$ cat config.mk
export PLATFORM = sky130hd
export DESIGN_NAME = xlate_walker
export DESIGN_NICKNAME = d
export VERILOG_FILES = /design/src/rtl/walk_pkg.sv /design/src/rtl/walk_byteswap.sv /design/src/rtl/walk_start_check.sv /design/src/rtl/walk_entry_decode.sv /design/src/rtl/xlate_walker.sv
export SDC_FILE = /design/constraint.sdc
export NUM_CORES = 1
export LEC_CHECK = 0
export CAP_MARGIN = 0
export CORE_MARGIN = 2
export CORE_UTILIZATION = 45
export CTS_CLUSTER_SIZE = 40
export DETAILED_ROUTE_END_ITERATION = 16
export GPL_TIMING_DRIVEN = 0
export PLACE_DENSITY = 0.75
export SLEW_MARGIN = 20
export SYNTH_ARGS = -nofsm -noshare
export SYNTH_HDL_FRONTEND = slang
export SYNTH_SLANG_ARGS = --single-unit
$ cat constraint.sdc
create_clock -name clk -period 6.3 [get_ports clk]
set_input_delay 0.63 -clock clk [delete_from_list [all_inputs] [get_ports clk]]
set_output_delay 0.63 -clock clk [all_outputs]
set_load 0.02 [all_outputs]
$ cat src/rtl/walk_pkg.sv
package walk_pkg;
    localparam int VA_W    = 64;
    localparam int ENT_W   = 64;
    localparam int IDX_W   = 11;
    localparam int CODE_W  = 4;
    localparam int ENT_B   = ENT_W / 8;

    typedef enum logic [2:0] {
        LV_PAGE = 3'd0,
        LV_SEG  = 3'd1,
        LV_R3   = 3'd2,
        LV_R2   = 3'd3,
        LV_R1   = 3'd4
    } level_t;

    typedef enum logic [CODE_W-1:0] {
        EX_NONE  = 4'd0,
        EX_ADDR  = 4'd1,
        EX_SPEC  = 4'd2,
        EX_SPACE = 4'd3,
        EX_R1    = 4'd4,
        EX_R2    = 4'd5,
        EX_R3    = 4'd6,
        EX_SEG   = 4'd7,
        EX_PAGE  = 4'd8
    } exc_t;

    typedef enum logic [1:0] {
        ACT_NEXT,
        ACT_LEAF,
        ACT_FAULT
    } act_t;

    function automatic logic [IDX_W-1:0] idx_of(level_t lv, logic [VA_W-1:0] v);
        logic [IDX_W-1:0] r;
        case (lv)
            LV_R1:   r = v[63:53];
            LV_R2:   r = v[52:42];
            LV_R3:   r = v[41:31];
            LV_SEG:  r = v[30:20];
            default: r = {3'b000, v[19:12]};
        endcase
        return r;
    endfunction

    function automatic exc_t trans_exc(level_t lv);
        exc_t e;
        case (lv)
            LV_R1:   e = EX_R1;
            LV_R2:   e = EX_R2;
            LV_R3:   e = EX_R3;
            LV_SEG:  e = EX_SEG;
            default: e = EX_PAGE;
        endcase
        return e;
    endfunction
endpackage

$ cat src/rtl/walk_byteswap.sv
module walk_byteswap #(
    parameter int BYTES = 8
) (
    input  logic [8*BYTES-1:0] lanes,
    output logic [8*BYTES-1:0] value
);
    for (genvar k = 0; k < BYTES; k++) begin : g_lane
        assign value[8*(BYTES-1-k) +: 8] = lanes[8*k +: 8];
    end
endmodule

$ cat src/rtl/walk_start_check.sv
module walk_start_check
    import walk_pkg::*;
(
    input  logic [VA_W-1:0] va,
    input  logic [1:0]      dtype,
    input  logic [1:0]      tlen,
    input  logic [VA_W-1:0] origin,
    output level_t          first_lv,
    output exc_t            code,
    output logic [VA_W-1:0] first_addr
);
    logic [6:0]       sh;
    logic [VA_W-1:0]  upper;
    logic [IDX_W-1:0] idx;
    logic             unused_org;

    assign first_lv   = level_t'({1'b0, dtype} + 3'd1);
    assign sh         = 7'd31 + 7'd11 * {5'b0, dtype};
    assign upper      = va >> sh;
    assign idx        = idx_of(first_lv, va);
    assign first_addr = {origin[VA_W-1:12], 12'b0} + {50'b0, idx, 3'b000};
    assign unused_org = ^origin[11:0];

    always_comb begin
        if (upper != '0)
            code = EX_SPACE;
        else if (idx[IDX_W-1:IDX_W-2] > tlen)
            code = trans_exc(first_lv);
        else
            code = EX_NONE;
    end
endmodule

$ cat src/rtl/walk_entry_decode.sv
module walk_entry_decode
    import walk_pkg::*;
(
    input  level_t           lv,
    input  logic [ENT_W-1:0] ent,
    input  logic [VA_W-1:0]  va,
    input  logic             priv,
    input  logic             lf1,
    input  logic             lf2,
    input  logic             xprot,
    output act_t             act,
    output exc_t             code,
    output level_t           next_lv,
    output logic [VA_W-1:0]  next_addr,
    output logic [VA_W-1:0]  leaf_addr,
    output logic             clr_w,
    output logic             clr_x
);
    level_t           lower;
    logic [IDX_W-1:0] nidx;
    logic [1:0]       nhi;
    logic [1:0]       tt_want;
    logic             unused_ent;

    assign lower      = (lv == LV_PAGE) ? LV_PAGE : level_t'(lv - 3'd1);
    assign nidx       = idx_of(lower, va);
    assign nhi        = nidx[IDX_W-1:IDX_W-2];
    assign tt_want    = 2'(lv - 3'd1);
    assign unused_ent = ent[11];

    always_comb begin
        act       = ACT_FAULT;
        code      = EX_SPEC;
        next_lv   = LV_PAGE;
        next_addr = '0;
        leaf_addr = '0;
        clr_w     = 1'b0;
        clr_x     = 1'b0;
        unique case (lv)
            LV_R1, LV_R2, LV_R3: begin
                clr_w = lf1 & ent[9];
                if (ent[5]) begin
                    code = trans_exc(lv);
                end else if (ent[3:2] != tt_want) begin
                    code = EX_SPEC;
                end else if (lv == LV_R3 && lf2 && ent[10]) begin
                    act       = ACT_LEAF;
                    code      = EX_NONE;
                    clr_x     = xprot & ent[8];
                    leaf_addr = {ent[63:31], va[30:0]};
                end else if (nhi < ent[7:6] || nhi > ent[1:0]) begin
                    code = trans_exc(lower);
                end else begin
                    act       = ACT_NEXT;
                    code      = EX_NONE;
                    next_lv   = lower;
                    next_addr = {ent[63:12], 12'b0} + {50'b0, nidx, 3'b000};
                end
            end
            LV_SEG: begin
                clr_w = ent[9];
                if (ent[5]) begin
                    code = EX_SEG;
                end else if (ent[3:2] != 2'b00) begin
                    code = EX_SPEC;
                end else if (ent[4] && priv) begin
                    code = EX_SPEC;
                end else if (lf1 && ent[10]) begin
                    act       = ACT_LEAF;
                    code      = EX_NONE;
                    clr_x     = xprot & ent[8];
                    leaf_addr = {ent[63:20], va[19:0]};
                end else begin
                    act       = ACT_NEXT;
                    code      = EX_NONE;
                    next_lv   = LV_PAGE;
                    next_addr = {ent[63:11], 11'b0} + {53'b0, va[19:12], 3'b000};
                end
            end
            LV_PAGE: begin
                clr_w = ent[9];
                clr_x = xprot & ent[7];
                if (ent[10]) begin
                    code = EX_PAGE;
                end else if (ent[8]) begin
                    code = EX_SPEC;
                end else begin
                    act       = ACT_LEAF;
                    code      = EX_NONE;
                    leaf_addr = {ent[63:12], va[11:0]};
                end
            end
            default: begin
                code = EX_SPEC;
            end
        endcase
    end
endmodule

$ cat src/rtl/xlate_walker.sv
module xlate_walker
    import walk_pkg::*;
(
    input  logic        clk,
    input  logic        rst_n,
    input  logic        start,
    input  logic [63:0] va,
    input  logic [63:0] desc_origin,
    input  logic [1:0]  desc_type,
    input  logic [1:0]  desc_tlen,
    input  logic        desc_private,
    input  logic        desc_real,
    input  logic        en_lf1,
    input  logic        en_lf2,
    input  logic        en_xprot,
    output logic        mem_req,
    output logic [63:0] mem_addr,
    input  logic        mem_rsp_valid,
    input  logic [63:0] mem_rsp_data,
    input  logic        mem_rsp_err,
    output logic        busy,
    output logic        done,
    output logic        fault,
    output logic [3:0]  fault_code,
    output logic [63:0] res_addr,
    output logic        res_w,
    output logic        res_x
);
    typedef enum logic [2:0] {
        ST_IDLE,
        ST_ISSUE,
        ST_WAIT,
        ST_DONE,
        ST_FAULT
    } state_t;

    state_t           state, state_d;
    logic [VA_W-1:0]  va_q, addr_q, res_q;
    level_t           lv_q;
    exc_t             code_q;
    logic             priv_q, lf1_q, lf2_q, xp_q, w_q, x_q;

    level_t           sc_lv;
    exc_t             sc_code;
    logic [VA_W-1:0]  sc_addr;
    logic [ENT_W-1:0] ent;
    act_t             dc_act;
    exc_t             dc_code;
    level_t           dc_lv;
    logic [VA_W-1:0]  dc_next, dc_leaf;
    logic             dc_clr_w, dc_clr_x;

    walk_start_check u_start (
        .va(va), .dtype(desc_type), .tlen(desc_tlen), .origin(desc_origin),
        .first_lv(sc_lv), .code(sc_code), .first_addr(sc_addr)
    );

    walk_byteswap #(.BYTES(ENT_B)) u_swap (
        .lanes(mem_rsp_data), .value(ent)
    );

    walk_entry_decode u_dec (
        .lv(lv_q), .ent(ent), .va(va_q), .priv(priv_q),
        .lf1(lf1_q), .lf2(lf2_q), .xprot(xp_q),
        .act(dc_act), .code(dc_code), .next_lv(dc_lv),
        .next_addr(dc_next), .leaf_addr(dc_leaf),
        .clr_w(dc_clr_w), .clr_x(dc_clr_x)
    );

    // next-state selection
    always_comb begin
        state_d = state;
        unique case (state)
            ST_IDLE: begin
                if (start) begin
                    if (desc_real)              state_d = ST_DONE;   // real-hit
                    else if (sc_code != EX_NONE) state_d = ST_FAULT; // start-reject
                    else                        state_d = ST_ISSUE;  // start-walk
                end
            end
            ST_ISSUE: state_d = ST_WAIT;                             // issue-sent
            ST_WAIT: begin
                if (mem_rsp_valid) begin
                    if (mem_rsp_err)             state_d = ST_FAULT;
                    else if (dc_act == ACT_NEXT) state_d = ST_ISSUE; // descend
                    else if (dc_act == ACT_LEAF) state_d = ST_DONE;  // leaf
                    else                         state_d = ST_FAULT; // entry-fault
                end
            end
            ST_DONE, ST_FAULT: state_d = ST_IDLE;                    // retire
            default: state_d = ST_IDLE;
        endcase
    end

    // state register and walk context
    always_ff @(posedge clk) begin
        if (!rst_n) begin
            state  <= ST_IDLE;
            va_q   <= '0;
            addr_q <= '0;
            res_q  <= '0;
            lv_q   <= LV_PAGE;
            code_q <= EX_NONE;
            priv_q <= 1'b0;
            lf1_q  <= 1'b0;
            lf2_q  <= 1'b0;
            xp_q   <= 1'b0;
            w_q    <= 1'b0;
            x_q    <= 1'b0;
        end else begin
            state <= state_d;
            unique case (state)
                ST_IDLE: begin
                    if (start) begin
                        va_q   <= va;
                        priv_q <= desc_private;
                        lf1_q  <= en_lf1;
                        lf2_q  <= en_lf2;
                        xp_q   <= en_xprot;
                        w_q    <= 1'b1;
                        x_q    <= 1'b1;
                        res_q  <= va;
                        code_q <= sc_code;
                        lv_q   <= sc_lv;
                        addr_q <= sc_addr;
                    end
                end
                ST_WAIT: begin
                    if (mem_rsp_valid) begin
                        if (mem_rsp_err) begin
                            code_q <= EX_ADDR;
                        end else begin
                            if (dc_clr_w) w_q <= 1'b0;
                            if (dc_clr_x) x_q <= 1'b0;
                            code_q <= dc_code;
                            addr_q <= dc_next;
                            lv_q   <= dc_lv;
                            res_q  <= dc_leaf;
                        end
                    end
                end
                default: ;
            endcase
        end
    end

    // outputs
    always_comb begin
        busy       = (state != ST_IDLE);
        done       = (state == ST_DONE);
        fault      = (state == ST_FAULT);
        mem_req    = (state == ST_ISSUE);
        mem_addr   = addr_q;
        fault_code = code_q;
        res_addr   = res_q;
        res_w      = w_q;
        res_x      = x_q;
    end

    assert_req_single_R13: assert property (@(posedge clk) disable iff (!rst_n)
        mem_req |=> !mem_req);
    assert_one_event_R13: assert property (@(posedge clk) disable iff (!rst_n)
        $onehot0({done, fault, mem_req}));
    assert_end_idle_R13: assert property (@(posedge clk) disable iff (!rst_n)
        (done || fault) |=> !busy);
    assert_req_aligned_R4: assert property (@(posedge clk) disable iff (!rst_n)
        mem_req |-> (mem_addr[2:0] == 3'b000));
    assert_real_no_read_R1: assert property (@(posedge clk) disable iff (!rst_n)
        (start && !busy && desc_real) |=> (done && !mem_req && res_addr == $past(va)));
    assert_space_reject_R2: assert property (@(posedge clk) disable iff (!rst_n)
        (start && !busy && !desc_real && desc_type == 2'd0 && va[63:31] != '0)
        |=> (fault && fault_code == 4'd3));
    assert_fault_coded_R5: assert property (@(posedge clk) disable iff (!rst_n)
        fault |-> (fault_code != 4'd0));
endmodule

==> results of run 1 <==
-- power by group through the flow --
stage / clock (mW) / combinational [mW] / sequential, mW
2_1_floorplan: 0 / 0.758 / 1.80
3_3_place_gp: 0 / 1.76 / 1.67
3_5_place_dp: 0 / 1.78 / 1.67
4_1_cts: 1.40 / 1.79 / 1.65
5_1_grt: 1.45 / 1.93 / 1.67
6_report: 1.40 / 1.84 / 1.65
-- worst max-delay path: cells and delay by family, from the launching register on --
family | cells | cell delay [ns]
AND/OR/NAND/NOR | 5 | 2.01
adder cells (fa/ha/maj) | 2 | 0.77
AO/OA/AOI/OAI | 6 | 1.77
buffers and inverters | 3 | 0.70
flip-flops | 1 | 0.65
-- cell families after synthesis --
kind of cell / after synthesis
AND/OR/NAND/NOR: 700
adder cells (fa/ha/maj): 23
AO/OA/AOI/OAI: 529
flip-flops: 205
multiplexers: 17
XOR/XNOR: 52
other: 1
buffers and inverters: 163
-- registers in the layout, summed over array words and instances (netlist names) --
name,count
state,3
lf2_q,1
xp_q,1
lv_q,3
mem_addr,61
res_addr,64
lf1_q,1
res_x,1
fault_code,4
priv_q,1
res_w,1
va_q,64
-- area by class of cell --
cell class,count,area [µm²],share of cell area (%)
multi-input cells,1324,8310,47.3
flip-flops and latches,205,4100,23.4
clock buffers,36,727,4.14
inverters,30,113,0.641
well taps,384,480,2.74
clock inverters,2,37.5,0.214
repair buffers,324,3240,18.5
plain buffers,133,538,3.06
diodes,3,7.51,0.0428
-- metal layers --
metal | track usage [%] | share of wire [%] | routed length, µm | vias to the layer above
met4 | 25.6 | 7.4 | 4890 | 2
met1 | 52.3 | 38 | 25400 | 7640
li1 | - | - | - | 7028
met2 | 63.7 | 42 | 27900 | 1221
met3 | 10.6 | 12 | 7770 | 285
met5 | 0 | 0.020 | 13 | -
-- layout by cell type, fill, tap and decap left out, types with 55 or more instances in the layout --
cell	Yosys	final
sky130_fd_sc_hd__a21boi_0	70	70
sky130_fd_sc_hd__nand2_1	270	270
sky130_fd_sc_hd__a21oi_1	55	55
sky130_fd_sc_hd__clkdlybuf4s50_1	0	324
sky130_fd_sc_hd__dfxtp_1	205	205
sky130_fd_sc_hd__a221oi_1	57	57
sky130_fd_sc_hd__nor2_1	114	114
sky130_fd_sc_hd__clkbuf_1	112	116
sky130_fd_sc_hd__o21ai_0	77	77
sky130_fd_sc_hd__nor3b_1	55	55
sky130_fd_sc_hd__a22oi_1	72	72
-- final timing paths --
check	from	to	slack (ns)	cells past startpoint
worst min-delay path	va_q[46]$_SDFFE_PN0P_	va_q[46]$_SDFFE_PN0P_	0.46	2
worst max-delay path	lv_q[0]$_SDFFE_PN0P_	mem_addr[34]$_SDFFE_PN0P_	0.25	16
worst min register to register	va_q[46]$_SDFFE_PN0P_	va_q[46]$_SDFFE_PN0P_	0.46	2
worst max register to register	lv_q[0]$_SDFFE_PN0P_	mem_addr[34]$_SDFFE_PN0P_	0.25	16
-- per-stage QoR --
stage                     power [mW]  hold slack (ns)  TNS [ns]  util (%)
after floorplan                 2.56            0.443         0         -
after global placement          3.43            0.450    -0.215      58.6
after detailed placement        3.45            0.457   -0.0601      58.6
after CTS                       4.83            0.465         0      61.3
after global routing            5.05            0.490         0      61.3
final                           4.89            0.460         0      61.3
-- timing repair --
action | CTS | global route
buffers inserted | 0 | 0
setup endpoints to repair | 3 | 2
gates resized for setup | 2 | 1
cloned | 0 | 0
==> impl_results.html, run 1 <==
<table>
<tr><th>Metric</th><th>Value</th></tr>
<tr><th colspan="2">Run status</th></tr>
<tr><td>Outcome</td><td>completed</td></tr>
<tr><th colspan="2">Placed design</th></tr>
<tr><td>Setup WS pre-CTS</td><td>-0.0601 ns</td></tr>
<tr><td>Count of input and output buffers</td><td>324</td></tr>
<tr><td>Placed cell areas</td><td>16800 µm²</td></tr>
<tr><td>Total half-perimeter wirelength after legalization and detailed placement</td><td>51000 µm</td></tr>
<tr><td>Placed instance count</td><td>between 2000 and 2500</td></tr>
<tr><td>GPL Wtd Cong</td><td>1.03</td></tr>
<tr><th colspan="2">GRT</th></tr>
<tr><td>Largest net degree at the start of global routing</td><td>12</td></tr>
<tr><td>Total global-route track usage</td><td>41.6%</td></tr>
<tr><td>Wire length of the first global-routing pass</td><td>95800 µm</td></tr>
<tr><td>Via count of the first global-routing pass</td><td>approximately 15000</td></tr>
<tr><td>Antenna violations before repair</td><td>2</td></tr>
<tr><td>Final global-route overflow total</td><td>0</td></tr>
<tr><th colspan="2">Synthesis</th></tr>
<tr><td>Number of standard cells after synthesis</td><td>1690</td></tr>
<tr><td>Main flop type after synthesis</td><td>sky130_fd_sc_hd__dfxtp_1</td></tr>
<tr><td>Yosys Warn Count</td><td>0</td></tr>
<tr><td>Area share of the leading cell type in the synthesized netlist</td><td>31.5%</td></tr>
<tr><td>Netlist Area Pre-Place</td><td>13000 µm²</td></tr>
<tr><td>Main combinational cell family by area after synthesis</td><td>compound AO/OA/AOI/OAI gates</td></tr>
<tr><td>Synth top area cells</td><td>sky130_fd_sc_hd__dfxtp_1, sky130_fd_sc_hd__nand2_1, sky130_fd_sc_hd__a22oi_1</td></tr>
<tr><td>Most frequent cell after synthesis</td><td>sky130_fd_sc_hd__nand2_1</td></tr>
<tr><td>Synthesized-area fraction occupied by xor and xnor cells</td><td>~3.5%</td></tr>
<tr><td>Adder-cell share of the synthesized area</td><td>2.32%</td></tr>
<tr><td>Register bit count reported by yosys</td><td>205</td></tr>
<tr><td>Multiplexer fraction of the synthesized cell area</td><td>1.35%</td></tr>
<tr><td>Complex-gate fraction of the synthesized area</td><td>30.0%</td></tr>
<tr><td>Simple-gate area share of the yosys netlist</td><td>26.4%</td></tr>
<tr><td>Most used standard cells in the synthesized netlist</td><td>sky130_fd_sc_hd__nand2_1, sky130_fd_sc_hd__dfxtp_1, sky130_fd_sc_hd__nor2_1, sky130_fd_sc_hd__clkbuf_1, sky130_fd_sc_hd__o21ai_0</td></tr>
<tr><td>Mean post-synth cell area</td><td>7.72 µm²</td></tr>
<tr><td>Number of library cell types mapped by synthesis</td><td>83</td></tr>
<tr><td>Async set-reset flop share out of synthesis</td><td>0%</td></tr>
<tr><td>Post-synth top area cell</td><td>sky130_fd_sc_hd__dfxtp_1</td></tr>
<tr><td>Part of the Yosys area used for sequential elements</td><td>31.5%</td></tr>
<tr><td>Number of enable-type register cells in the synthesized netlist</td><td>0</td></tr>
<tr><th colspan="2">Clocking</th></tr>
<tr><td>Num CTS Buffers</td><td>24</td></tr>
<tr><td>Clock network latency to the later pin of the worst-skew pair</td><td>around 0.53 ns</td></tr>
<tr><td>Hold-fix buffers, CTS</td><td>0</td></tr>
<tr><td>Deepest clock path buffer count</td><td>3</td></tr>
<tr><td>Register clock-pin slew on the reported worst setup and hold paths</td><td>0.06 ns</td></tr>
<tr><td>CTS Root Buffer Type</td><td>sky130_fd_sc_hd__clkbuf_16</td></tr>
<tr><td>Clock tree from TritonCTS</td><td>yes</td></tr>
<tr><td>CTS H-Tree Depth</td><td>1</td></tr>
<tr><td># clock sinks</td><td>205</td></tr>
<tr><th colspan="2">STA</th></tr>
<tr><td>Number of hold violations in the final report</td><td>0</td></tr>
<tr><td>Final setup violation count</td><td>0</td></tr>
<tr><td>Fraction of the cycle the final worst path needs</td><td>96.0%</td></tr>
<tr><td>Time the final worst path needs with I/O delays and setup</td><td>roughly 6.0 ns</td></tr>
<tr><td>Fmax achieved</td><td>about 170 MHz</td></tr>
<tr><td>Unrepaired setup endpoints after global routing</td><td>false</td></tr>
<tr><td>Max-slew violation count</td><td>0</td></tr>
<tr><td>Worst-case clock skew</td><td>0.00809 ns</td></tr>
<tr><td>Headroom to the max-slew limit</td><td>25.7%</td></tr>
<tr><td>Setup slack of the critical path after layout</td><td>about 0.25 ns</td></tr>
<tr><td>Slew at the pin closest to its max-slew limit</td><td>1.11 ns</td></tr>
<tr><th colspan="2">Floorplan</th></tr>
<tr><td>Number of core rows</td><td>62</td></tr>
<tr><td>Floorplan core area</td><td>28600 µm²</td></tr>
<tr><td>Height of the die</td><td>174 µm</td></tr>
<tr><td>Initial Utilization</td><td>45.6%</td></tr>
<tr><td>Die area</td><td>30400 µm²</td></tr>
<tr><td>Horizontal die dimension</td><td>between 150 and 200 µm</td></tr>
<tr><td>Ports placed on the boundary</td><td>344</td></tr>
<tr><th colspan="2">Route</th></tr>
<tr><td>Wire per inst</td><td>27.0 µm</td></tr>
<tr><td>Vias post-DR</td><td>16200</td></tr>
<tr><td>DRC Markers</td><td>0</td></tr>
<tr><td>Vias per cell</td><td>6.63</td></tr>
<tr><td>Detailed-route wire length</td><td>66000 µm</td></tr>
<tr><td>Number of DRC markers after the initial detailed-route iteration</td><td>2031</td></tr>
<tr><td>Number of antenna-violating nets in the routed design</td><td>0</td></tr>
<tr><td>First drt pass iteration count</td><td>6</td></tr>
<tr><th colspan="2">Power and ir drop</th></tr>
<tr><td>P per Cell Area</td><td>278 nW/µm²</td></tr>
<tr><td>Clk pwr share</td><td>~29%</td></tr>
<tr><td>Share of total power in sequential cells</td><td>between 30% and 40%</td></tr>
<tr><td>Power spent charging and discharging nets</td><td>1.86 mW</td></tr>
<tr><td>Internal</td><td>3.03 mW</td></tr>
<tr><td>Maximum vdd ir drop</td><td>0.202 mV</td></tr>
<tr><td>Share of power burned in combinational logic</td><td>37.6%</td></tr>
<tr><td>Switching Fraction</td><td>38.1%</td></tr>
<tr><td>LEAKAGE</td><td>roughly 6.4 nW</td></tr>
<tr><th colspan="2">Setup path</th></tr>
<tr><td>Cell with the biggest individual delay on the critical path</td><td>sky130_fd_sc_hd__dfxtp_1</td></tr>
<tr><td>Most frequent CP cell</td><td>sky130_fd_sc_hd__inv_1</td></tr>
<tr><td>Critical path cell sequence</td><td>inv_1, ha_1, or3_1, a211oi_1, clkbuf_2, a22o_1, a221o_1, inv_1, fa_1, nand3b_1, nor3_2, nand3_1, or2_2, a21o_1, a31oi_1, o211ai_1</td></tr>
<tr><td>Critical-path maximum fanout</td><td>10</td></tr>
<tr><td>Class of the most critical setup path</td><td>reg2reg</td></tr>
<tr><td>Largest stage delay on the critical path</td><td>0.65 ns</td></tr>
<tr><td>Required time of the worst setup path</td><td>6.68 ns</td></tr>
<tr><td>Data arrival time at the worst-slack endpoint</td><td>roughly 6.4 ns</td></tr>
<tr><td>CP startpoint kind</td><td>flip-flop</td></tr>
<tr><td>Sort of element at the end of the critical path</td><td>flip-flop</td></tr>
<tr><th colspan="2">Cells and area</th></tr>
<tr><td>Filler cell count in the final layout</td><td>between 2000 and 3000</td></tr>
<tr><td>Final instance area</td><td>17600 µm²</td></tr>
<tr><td>Ratio of cells with drive above 1 in the final layout</td><td>under 10%</td></tr>
<tr><td>Number of cells in the finished layout apart from fillers</td><td>2441</td></tr>
<tr><td>Post-layout net count</td><td>about 2300</td></tr>
<tr><td>Area overhead of the layout relative to synthesis</td><td>34.6%</td></tr>
<tr><th colspan="2">Job</th></tr>
<tr><td>Number of max-capacitance violations reported</td><td>0</td></tr>
<tr><th colspan="2">Min path</th></tr>
<tr><td>Type of the tightest min-delay check</td><td>reg2reg</td></tr>
</table>
Note: power is estimated with default switching activity, not from simulation.
==> inputs of run 2 (changes only) <==
--- a/config.mk
+++ b/config.mk
@@ -8,7 +8,6 @@
 export CAP_MARGIN = 0
 export CORE_MARGIN = 2
 export CORE_UTILIZATION = 45
-export CTS_CLUSTER_SIZE = 40
 export DETAILED_ROUTE_END_ITERATION = 16
 export GPL_TIMING_DRIVEN = 0
 export PLACE_DENSITY = 0.75
==> constraint.sdc (replaced) <==
create_clock -name clk -period 6.3 [get_ports clk]
set_input_delay 1.26 -clock clk [delete_from_list [all_inputs] [get_ports clk]]
set_output_delay 1.26 -clock clk [all_outputs]
set_load 0.02 [all_outputs]
==> run 2 against run 1 <==
Combinational power is essentially flat. Clock power is essentially flat. Critical path type unchanged. Via count shrank 0.40%. First-iteration DRC count grew 6.2%. Final area is the same. Sequential cell count is the same. Register-to-register slack lost 0.04 ns. Core utilization is the same. Clock skew grew 0.0011 ns. Fmax shrank 0.70%.
==> impl_results.html, run 2 (synthesis results as in run 1) <==
<table>
<tr><th>Metric</th><th>Value</th></tr>
<tr><th colspan="2">Route</th></tr>
<tr><td>Number of DRC markers after the initial detailed-route iteration</td><td>2156 (was 2031)</td></tr>
<tr><td>DRC Markers</td><td>0 (unchanged)</td></tr>
<tr><td>Vias per cell</td><td>6.60 (was 6.63)</td></tr>
<tr><td>First drt pass iteration count</td><td>7 (was 6)</td></tr>
<tr><td>Vias post-DR</td><td>16100 (was 16200)</td></tr>
<tr><td>Wire per inst</td><td>27.1 µm (was 27.0 µm)</td></tr>
<tr><td>Detailed-route wire length</td><td>66100 µm (was 66000 µm)</td></tr>
<tr><td>Number of antenna-violating nets in the routed design</td><td>0 (unchanged)</td></tr>
<tr><th colspan="2">Floorplan</th></tr>
<tr><td>Height of the die</td><td>174 µm (unchanged)</td></tr>
<tr><td>Horizontal die dimension</td><td>174 µm (unchanged)</td></tr>
<tr><td>Die area</td><td>30400 µm² (unchanged)</td></tr>
<tr><td>Number of core rows</td><td>62 (unchanged)</td></tr>
<tr><td>Floorplan core area</td><td>28600 µm² (unchanged)</td></tr>
<tr><td>Initial Utilization</td><td>45.6% (unchanged)</td></tr>
<tr><td>Ports placed on the boundary</td><td>344 (unchanged)</td></tr>
<tr><th colspan="2">STA</th></tr>
<tr><td>Final setup violation count</td><td>0 (unchanged)</td></tr>
<tr><td>Total negative setup slack</td><td>0 ns (unchanged)</td></tr>
<tr><td>Unrepaired setup endpoints after global routing</td><td>false (unchanged)</td></tr>
<tr><td>Slew at the pin closest to its max-slew limit</td><td>1.17 ns (was 1.11 ns)</td></tr>
<tr><td>Fmax achieved</td><td>164 MHz (was 165 MHz)</td></tr>
<tr><td>Setup slack of the critical path after layout</td><td>0.209 ns (was 0.251 ns)</td></tr>
<tr><td>Time the final worst path needs with I/O delays and setup</td><td>6.09 ns (was 6.05 ns)</td></tr>
<tr><td>Headroom to the max-slew limit</td><td>22.3% (was 25.7%)</td></tr>
<tr><td>Fraction of the cycle the final worst path needs</td><td>96.7% (was 96.0%)</td></tr>
<tr><td>Max-slew violation count</td><td>0 (unchanged)</td></tr>
<tr><td>Worst-case clock skew</td><td>0.00919 ns (was 0.00809 ns)</td></tr>
<tr><td>Number of hold violations in the final report</td><td>0 (unchanged)</td></tr>
<tr><td>Worst hold slack after final layout</td><td>0.460 ns (about the same)</td></tr>
<tr><th colspan="2">Placed design</th></tr>
<tr><td>Total half-perimeter wirelength after legalization and detailed placement</td><td>51000 µm (unchanged)</td></tr>
<tr><td>Setup WS pre-CTS</td><td>-0.0601 ns (unchanged)</td></tr>
<tr><td>Placed cell areas</td><td>16800 µm² (unchanged)</td></tr>
<tr><td>Count of input and output buffers</td><td>324 (unchanged)</td></tr>
<tr><td>GPL Wtd Cong</td><td>1.03 (unchanged)</td></tr>
<tr><td>Placed instance count</td><td>2400 (unchanged)</td></tr>
<tr><th colspan="2">Cells and area</th></tr>
<tr><td>Area overhead of the layout relative to synthesis</td><td>34.6% (unchanged)</td></tr>
<tr><td>Flip-flop and latch area</td><td>4100 µm² (unchanged)</td></tr>
<tr><td>Filler cell count in the final layout</td><td>2588 (unchanged)</td></tr>
<tr><td>Core Util, Final</td><td>61.3% (unchanged)</td></tr>
<tr><td>Final instance area</td><td>17600 µm² (unchanged)</td></tr>
<tr><td>Area of the multi-input gates</td><td>8310 µm² (unchanged)</td></tr>
<tr><td>Ratio of cells with drive above 1 in the final layout</td><td>3.70% (unchanged)</td></tr>
<tr><td>Commonest cells after routing, fill and taps aside</td><td>sky130_fd_sc_hd__clkdlybuf4s50_1, sky130_fd_sc_hd__nand2_1, sky130_fd_sc_hd__dfxtp_1, sky130_fd_sc_hd__clkbuf_1, sky130_fd_sc_hd__nor2_1 (unchanged)</td></tr>
<tr><td>Most common library cell in the layout ignoring fill and taps</td><td>sky130_fd_sc_hd__clkdlybuf4s50_1 (unchanged)</td></tr>
<tr><td>Number of cells in the finished layout apart from fillers</td><td>2441 (unchanged)</td></tr>
<tr><td>Post-layout net count</td><td>2271 (unchanged)</td></tr>
<tr><th colspan="2">Min path</th></tr>
<tr><td>Hold endpoint</td><td>va_q[46]$_SDFFE_PN0P_ (unchanged)</td></tr>
<tr><td>Type of the tightest min-delay check</td><td>reg2reg (unchanged)</td></tr>
<tr><td>Cells on Worst Hold Path</td><td>2 (unchanged)</td></tr>
<tr><td>Start point of the worst hold path</td><td>va_q[46]$_SDFFE_PN0P_ (unchanged)</td></tr>
<tr><th colspan="2">Clocking</th></tr>
<tr><td># clock sinks</td><td>205 (unchanged)</td></tr>
<tr><td>Clock network latency to the later pin of the worst-skew pair</td><td>0.53 ns (about the same)</td></tr>
<tr><td>Register clock-pin slew on the reported worst setup and hold paths</td><td>0.06 ns (about the same)</td></tr>
<tr><td>Num CTS Buffers</td><td>24 (unchanged)</td></tr>
<tr><td>Hold-fix buffers, CTS</td><td>0 (unchanged)</td></tr>
<tr><td>Deepest clock path buffer count</td><td>3 (unchanged)</td></tr>
<tr><td>CTS H-Tree Depth</td><td>1 (unchanged)</td></tr>
<tr><td>Setup Buffers After CTS</td><td>0 (unchanged)</td></tr>
<tr><td>Clock tree from TritonCTS</td><td>yes (unchanged)</td></tr>
<tr><td>CTS Root Buffer Type</td><td>sky130_fd_sc_hd__clkbuf_16 (unchanged)</td></tr>
<tr><th colspan="2">Setup path</th></tr>
<tr><td>Required time of the worst setup path</td><td>6.68 ns (about the same)</td></tr>
<tr><td>Class of the most critical setup path</td><td>reg2reg (unchanged)</td></tr>
<tr><td>Count of cells along the worst register-to-register path</td><td>16 (unchanged)</td></tr>
<tr><td>Sort of element at the end of the critical path</td><td>flip-flop (unchanged)</td></tr>
<tr><td>Launching point of the worst reg2reg path</td><td>lv_q[0]$_SDFFE_PN0P_ (unchanged)</td></tr>
<tr><td>Critical-path maximum fanout</td><td>10 (unchanged)</td></tr>
<tr><td>Reg2Reg Capture Point</td><td>mem_addr[34]$_SDFFE_PN0P_ (unchanged)</td></tr>
<tr><td>Worst setup startpoint</td><td>lv_q[0]$_SDFFE_PN0P_ (unchanged)</td></tr>
<tr><td>Data arrival time at the worst-slack endpoint</td><td>6.47 ns (was 6.43 ns)</td></tr>
<tr><td>Register-to-Register Setup Slack</td><td>0.21 ns (was 0.25 ns)</td></tr>
<tr><td>CP startpoint kind</td><td>flip-flop (unchanged)</td></tr>
<tr><th colspan="2">Power and ir drop</th></tr>
<tr><td>Internal</td><td>3.03 mW (about the same)</td></tr>
<tr><td>Switching Fraction</td><td>38.1% (about the same)</td></tr>
<tr><td>P per Cell Area</td><td>279 nW/µm² (was 278 nW/µm²)</td></tr>
<tr><td>Share of total power in sequential cells</td><td>33.8% (about the same)</td></tr>
<tr><td>LEAKAGE</td><td>6.37 nW (unchanged)</td></tr>
<tr><td>Total power after layout</td><td>4.89 mW (about the same)</td></tr>
<tr><td>Maximum vdd ir drop</td><td>0.203 mV (was 0.202 mV)</td></tr>
<tr><td>Power spent charging and discharging nets</td><td>1.86 mW (about the same)</td></tr>
<tr><td>Clk pwr share</td><td>28.6% (about the same)</td></tr>
<tr><td>Share of power burned in combinational logic</td><td>37.6% (about the same)</td></tr>
<tr><th colspan="2">GRT</th></tr>
<tr><td>Antenna violations before repair</td><td>2 (unchanged)</td></tr>
<tr><td>Total global-route track usage</td><td>41.6% (unchanged)</td></tr>
<tr><td>Wire length of the first global-routing pass</td><td>95800 µm (unchanged)</td></tr>
<tr><td>Largest net degree at the start of global routing</td><td>12 (unchanged)</td></tr>
<tr><td>Via count of the first global-routing pass</td><td>15300 (unchanged)</td></tr>
<tr><td>Final global-route overflow total</td><td>0 (unchanged)</td></tr>
<tr><th colspan="2">Run status</th></tr>
<tr><td>Outcome</td><td>completed (unchanged)</td></tr>
<tr><th colspan="2">Job</th></tr>
<tr><td>Number of max-capacitance violations reported</td><td>0 (unchanged)</td></tr>
</table>
run 2: cell counts in the layout (fill, tap and decap cells not counted):
No cell type changed its count.
run 2: worst max-delay path: stages, from the launching register on:
cell and delay, ns:
sky130_fd_sc_hd__dfxtp_1 0.65, sky130_fd_sc_hd__inv_1 0.21, sky130_fd_sc_hd__ha_1 0.35, sky130_fd_sc_hd__or3_1 0.44, sky130_fd_sc_hd__a211oi_1 0.41, sky130_fd_sc_hd__clkbuf_2 0.39, sky130_fd_sc_hd__a22o_1 0.18, sky130_fd_sc_hd__a221o_1 0.29
sky130_fd_sc_hd__inv_1 0.09, sky130_fd_sc_hd__fa_1 0.42, sky130_fd_sc_hd__nand3b_1 0.28, sky130_fd_sc_hd__nor3_2 0.42, sky130_fd_sc_hd__nand3_1 0.42, sky130_fd_sc_hd__or2_2 0.47, sky130_fd_sc_hd__a21o_1 0.19, sky130_fd_sc_hd__a31oi_1 0.55
sky130_fd_sc_hd__o211ai_1 0.16
run 2: metal layers:
layer,share of wire [%],vias to the layer above,global-route usage (%)
met5,0.020,-,0
met3,11,271,10.6
met4,7.1,2,25.6
met2,43,1196,63.7
met1,39,7616,52.3
li1,-,7027,-
run 2: worst max path at each step:
stage | endpoint | slack [ns] | depth (start not counted)
floorplan | mem_addr[62]$_SDFFE_PN0P_ | 1.61 | 16
global placement | mem_addr[58]$_SDFFE_PN0P_ | -0.13 | 16
detailed placement | mem_addr[58]$_SDFFE_PN0P_ | -0.06 | 16
global route | mem_addr[34]$_SDFFE_PN0P_ | 0.02 | 16
CTS | mem_addr[34]$_SDFFE_PN0P_ | 0.18 | 16
finish | mem_addr[34]$_SDFFE_PN0P_ | 0.21 | 16
run 2: power by group through the flow:
| stage | clock, mW | combinational (mW) | sequential (mW) |
|---|---|---|---|
| CTS | 1.40 | 1.79 | 1.65 |
| global placement | 0 | 1.76 | 1.67 |
| finish | 1.40 | 1.84 | 1.65 |
| detailed placement | 0 | 1.78 | 1.67 |
| global route | 1.45 | 1.93 | 1.67 |
| floorplan | 0 | 0.758 | 1.80 |
run 2: repair_timing:
action | CTS | global route
endpoints found under the hold margin | 0 | 0
endpoints found under the setup margin | 3 | 2
gates resized for setup | 2 | 1
run 2: area by class of cell:
class,instances,area share (%)
Clock inverter,2,0.214
Inverter,30,0.641
Sequential cell,205,23.4
Timing Repair Buffer,324,18.5
Multi-Input combinational cell,1324,47.3
Antenna cell,3,0.0428
Buffer,133,3.06
Clock buffer,36,4.14
Tap cell,384,2.74
==> inputs of run 3 (changes only) <==
--- a/config.mk
+++ b/config.mk
@@ -6,11 +6,12 @@
 export NUM_CORES = 1
 export LEC_CHECK = 0
 export CAP_MARGIN = 0
+export CORE_ASPECT_RATIO = 1.4
 export CORE_MARGIN = 2
 export CORE_UTILIZATION = 45
 export DETAILED_ROUTE_END_ITERATION = 16
 export GPL_TIMING_DRIVEN = 0
-export PLACE_DENSITY = 0.75
+export PLACE_DENSITY = 0.78
 export SLEW_MARGIN = 20
 export SYNTH_ARGS = -nofsm -noshare
 export SYNTH_HDL_FRONTEND = slang
==> constraint.sdc (replaced) <==
create_clock -name clk -period 5.1 [get_ports clk]
set_input_delay 1.02 -clock clk [delete_from_list [all_inputs] [get_ports clk]]
set_output_delay 1.02 -clock clk [all_outputs]
set_load 0.02 [all_outputs]
==> run 3 against run 2 <==
Global-route usage grew 0.93 points. Sequential cell count is the same. Setup slack lost 0.080 ns. Hold slack gained 0.0039 ns. Clock skew grew 0.0096 ns. Sequential share of layout area shrank 0.22 points. Clock-buffer cell count shrank 9. Sequential power grew 24%. Highest routed layer is now met4.
==> impl_results.html, run 3 (synthesis results as in run 1) <==
<table>
<tr><th>Metric</th><th>Value</th></tr>
<tr><th colspan="2">Power and ir drop</th></tr>
<tr><td>P per Cell Area</td><td>352 nW/µm² (was 279 nW/µm²)</td></tr>
<tr><td>LEAKAGE</td><td>6.48 nW (was 6.37 nW)</td></tr>
<tr><td>Total power after layout</td><td>6.24 mW (was 4.89 mW)</td></tr>
<tr><td>Maximum vdd ir drop</td><td>0.237 mV (was 0.203 mV)</td></tr>
<tr><th colspan="2">STA</th></tr>
<tr><td>Total negative setup slack</td><td>0 ns (unchanged)</td></tr>
<tr><td>Time the final worst path needs with I/O delays and setup</td><td>around 5 ns</td></tr>
<tr><td>Worst-case clock skew</td><td>0.0187 ns (was 0.00919 ns)</td></tr>
<tr><td>Worst hold slack after final layout</td><td>0.464 ns (was 0.460 ns)</td></tr>
<tr><td>Number of hold violations in the final report</td><td>0 (unchanged)</td></tr>
<tr><td>Slew at the pin closest to its max-slew limit</td><td>1.15 ns (was 1.17 ns)</td></tr>
<tr><td>Fraction of the cycle the final worst path needs</td><td>97.5%</td></tr>
<tr><td>Fmax achieved</td><td>201 MHz</td></tr>
<tr><td>Headroom to the max-slew limit</td><td>23.2% (was 22.3%)</td></tr>
<tr><td>Max-slew violation count</td><td>0 (unchanged)</td></tr>
<tr><td>Setup slack of the critical path after layout</td><td>0.129 ns (was 0.209 ns)</td></tr>
<tr><td>Final setup violation count</td><td>0 (unchanged)</td></tr>
<tr><td>Unrepaired setup endpoints after global routing</td><td>true (was false)</td></tr>
<tr><th colspan="2">Cells and area</th></tr>
<tr><td>Post-layout net count</td><td>2269 (was 2271)</td></tr>
<tr><td>Core Util, Final</td><td>62.3% (was 61.3%)</td></tr>
<tr><td>Most common library cell in the layout ignoring fill and taps</td><td>sky130_fd_sc_hd__clkdlybuf4s50_1 (unchanged)</td></tr>
<tr><td>Antenna cell count</td><td>0 (was 3)</td></tr>
<tr><td>Ratio of cells with drive above 1 in the final layout</td><td>5.35% (was 3.70%)</td></tr>
<tr><td>Commonest cells after routing, fill and taps aside</td><td>sky130_fd_sc_hd__clkdlybuf4s50_1, sky130_fd_sc_hd__nand2_1, sky130_fd_sc_hd__dfxtp_1, sky130_fd_sc_hd__nor2_1, sky130_fd_sc_hd__clkbuf_1 (was sky130_fd_sc_hd__clkdlybuf4s50_1, sky130_fd_sc_hd__nand2_1, sky130_fd_sc_hd__dfxtp_1, sky130_fd_sc_hd__clkbuf_1, sky130_fd_sc_hd__nor2_1)</td></tr>
<tr><td>Area overhead of the layout relative to synthesis</td><td>36.0% (was 34.6%)</td></tr>
<tr><th colspan="2">Job</th></tr>
<tr><td>Number of max-capacitance violations reported</td><td>0 (unchanged)</td></tr>
<tr><th colspan="2">Route</th></tr>
<tr><td>Vias post-DR</td><td>16000 (was 16100)</td></tr>
<tr><td>Detailed-route wire length</td><td>67100 µm (was 66100 µm)</td></tr>
<tr><td>Number of antenna-violating nets in the routed design</td><td>0 (unchanged)</td></tr>
<tr><td>Number of DRC markers after the initial detailed-route iteration</td><td>1754 (was 2156)</td></tr>
<tr><td>Wire per inst</td><td>27.6 µm (was 27.1 µm)</td></tr>
<tr><td>Vias per cell</td><td>6.60 (about the same)</td></tr>
<tr><td>First drt pass iteration count</td><td>6 (was 7)</td></tr>
<tr><td>DRC Markers</td><td>0 (unchanged)</td></tr>
<tr><th colspan="2">Floorplan</th></tr>
<tr><td>Height of the die</td><td>205 µm (was 174 µm)</td></tr>
<tr><td>Number of core rows</td><td>73 (was 62)</td></tr>
<tr><td>Horizontal die dimension</td><td>148 µm (was 174 µm)</td></tr>
<tr><td>Die area</td><td>30400 µm² (about the same)</td></tr>
<tr><td>Floorplan core area</td><td>28500 µm² (was 28600 µm²)</td></tr>
<tr><td>Ports placed on the boundary</td><td>344 (unchanged)</td></tr>
<tr><td>Initial Utilization</td><td>45.8% (was 45.6%)</td></tr>
<tr><th colspan="2">Run status</th></tr>
<tr><td>Outcome</td><td>completed (unchanged)</td></tr>
<tr><th colspan="2">Clocking</th></tr>
<tr><td>Clock tree from TritonCTS</td><td>yes (unchanged)</td></tr>
<tr><td>CTS Root Buffer Type</td><td>sky130_fd_sc_hd__clkbuf_16 (unchanged)</td></tr>
<tr><td>Num CTS Buffers</td><td>23 (was 24)</td></tr>
<tr><td>Register clock-pin slew on the reported worst setup and hold paths</td><td>0.07 ns (was 0.06 ns)</td></tr>
<tr><td>Clock network latency to the later pin of the worst-skew pair</td><td>0.55 ns (was 0.53 ns)</td></tr>
<tr><td>Deepest clock path buffer count</td><td>3 (unchanged)</td></tr>
<tr><td># clock sinks</td><td>205 (unchanged)</td></tr>
<tr><td>CTS H-Tree Depth</td><td>1 (unchanged)</td></tr>
<tr><td>Hold-fix buffers, CTS</td><td>0 (unchanged)</td></tr>
<tr><th colspan="2">GRT</th></tr>
<tr><td>Final global-route overflow total</td><td>0 (unchanged)</td></tr>
<tr><td>Total global-route track usage</td><td>42.5% (was 41.6%)</td></tr>
<tr><td>Antenna violations before repair</td><td>0 (was 2)</td></tr>
<tr><td>Via count of the first global-routing pass</td><td>15600 (was 15300)</td></tr>
<tr><td>Wire length of the first global-routing pass</td><td>96100 µm (was 95800 µm)</td></tr>
<tr><td>Largest net degree at the start of global routing</td><td>15 (was 12)</td></tr>
<tr><th colspan="2">Setup path</th></tr>
<tr><td>Largest stage delay on the critical path</td><td>0.64 ns (was 0.65 ns)</td></tr>
<tr><td>Number of buffers and inverters on the critical path</td><td>5 (was 3)</td></tr>
<tr><td>Critical-path maximum fanout</td><td>13 (was 10)</td></tr>
<tr><td>Class of the most critical setup path</td><td>in2reg (was reg2reg)</td></tr>
<tr><td>Required time of the worst setup path</td><td>5.51 ns (was 6.68 ns)</td></tr>
<tr><td>Critical path cell sequence</td><td>clkdlybuf4s50_1, clkbuf_4, inv_1, ha_2, a22oi_1, and2_1, inv_1, ha_1, fa_1, nand2_1, or4_1, clkbuf_1, nor4_1, xor2_1, a22oi_1, o311ai_0 (was inv_1, ha_1, or3_1, a211oi_1, clkbuf_2, a22o_1, a221o_1, inv_1, fa_1, nand3b_1, nor3_2, nand3_1, or2_2, a21o_1, a31oi_1, o211ai_1)</td></tr>
<tr><td>CP startpoint kind</td><td>input pin (was flip-flop)</td></tr>
<tr><td>Sort of element at the end of the critical path</td><td>flip-flop (unchanged)</td></tr>
<tr><td>Data arrival time at the worst-slack endpoint</td><td>5.38 ns (was 6.47 ns)</td></tr>
<tr><td>Family with the most delay on the worst path</td><td>buffers and inverters (was simple AND/OR/NAND/NOR gates)</td></tr>
<tr><td>Cell with the biggest individual delay on the critical path</td><td>sky130_fd_sc_hd__or4_1 (was sky130_fd_sc_hd__dfxtp_1)</td></tr>
<tr><th colspan="2">Min path</th></tr>
<tr><td>Type of the tightest min-delay check</td><td>reg2reg (unchanged)</td></tr>
<tr><th colspan="2">Placed design</th></tr>
<tr><td>GPL Wtd Cong</td><td>1.04 (was 1.03)</td></tr>
<tr><td>Count of input and output buffers</td><td>324 (unchanged)</td></tr>
<tr><td>Total half-perimeter wirelength after legalization and detailed placement</td><td>53000 µm (was 51000 µm)</td></tr>
<tr><td>Setup WS pre-CTS</td><td>-1.63 ns (was -0.0601 ns)</td></tr>
</table>
run 3: cell count changes in the layout (fill, tap and decap cells not counted), moves of 3 or more:
cell / before / now
sky130_fd_sc_hd__ha_1: 21 / 18
sky130_fd_sc_hd__inv_6: 0 / 3
sky130_fd_sc_hd__bufinv_16: 1 / 6
sky130_fd_sc_hd__ha_2: 0 / 3
sky130_fd_sc_hd__clkinv_2: 0 / 4
sky130_fd_sc_hd__buf_4: 3 / 6
sky130_fd_sc_hd__diode_2: 3 / 0
sky130_fd_sc_hd__clkbuf_2: 1 / 8
sky130_fd_sc_hd__clkbuf_8: 6 / 2
sky130_fd_sc_hd__clkbuf_1: 116 / 101
run 3: per-stage QoR:
step           instance area, µm²  instances
2_1_floorplan               13000       1692
3_3_place_gp                16800       2391
3_5_place_dp                16800       2391
4_1_cts                     17700       2434
5_1_grt                     17700       2432
6_report                    17700       2432
run 3: what timing repair did:
item | CTS | global route
pin swaps | 1 | 2
setup buffers | 2 | 1
setup endpoints to repair | 71 | 38
gates resized for setup | 25 | 13
run 3: per-layer routing:
layer	share of wire, %	track usage [%]
met5	0	0
met4	9.6	33.9
met3	8.7	6.14
met2	47	73.6
met1	34	46.2
run 3: layout make-up:
| cell class | instances | area (µm²) |
|---|---|---|
| plain buffers | 129 | 539 |
| clock buffers | 27 | 611 |
| clock inverters | 15 | 241 |
| fillers | 2590 | 10800 |
| inverters | 30 | 113 |
| multi-input cells | 1324 | 8400 |
| flip-flops and latches | 205 | 4110 |
| well taps | 375 | 469 |
| repair buffers | 327 | 3270 |
run 3: final timing paths:
| path | start | to | slack [ns] | cells past startpoint |
|---|---|---|---|---|
| setup / recovery | desc_type[0] | mem_addr[46]$_SDFFE_PN0P_ | 0.13 | 16 |
| hold / removal | va_q[45]$_SDFFE_PN0P_ | va_q[45]$_SDFFE_PN0P_ | 0.46 | 2 |
| setup reg to reg | lv_q[0]$_SDFFE_PN0P_ | mem_addr[34]$_SDFFE_PN0P_ | 0.18 | 16 |
| hold reg to reg | va_q[45]$_SDFFE_PN0P_ | va_q[45]$_SDFFE_PN0P_ | 0.46 | 2 |
run 3: report_power, final:
part,internal (mW),switching [mW]
clock network,1.17,0.759
registers,1.86,0.191
logic,0.869,1.40
total,3.89,2.35
run 3: worst reg2reg max path, cell delays in order (launching register included):
cell and delay [ns]:
sky130_fd_sc_hd__dfxtp_4 0.45, sky130_fd_sc_hd__inv_1 0.14, sky130_fd_sc_hd__ha_1 0.33, sky130_fd_sc_hd__or3_1 0.47
sky130_fd_sc_hd__a211oi_4 0.35, sky130_fd_sc_hd__clkbuf_4 0.31, sky130_fd_sc_hd__a22o_1 0.18, sky130_fd_sc_hd__a221o_2 0.24
sky130_fd_sc_hd__inv_1 0.08, sky130_fd_sc_hd__fa_1 0.42, sky130_fd_sc_hd__nand3b_1 0.31, sky130_fd_sc_hd__nor3_4 0.33
sky130_fd_sc_hd__nand3_4 0.22, sky130_fd_sc_hd__or2_2 0.39, sky130_fd_sc_hd__a21o_1 0.18, sky130_fd_sc_hd__a31oi_1 0.25
sky130_fd_sc_hd__o211ai_1 0.13
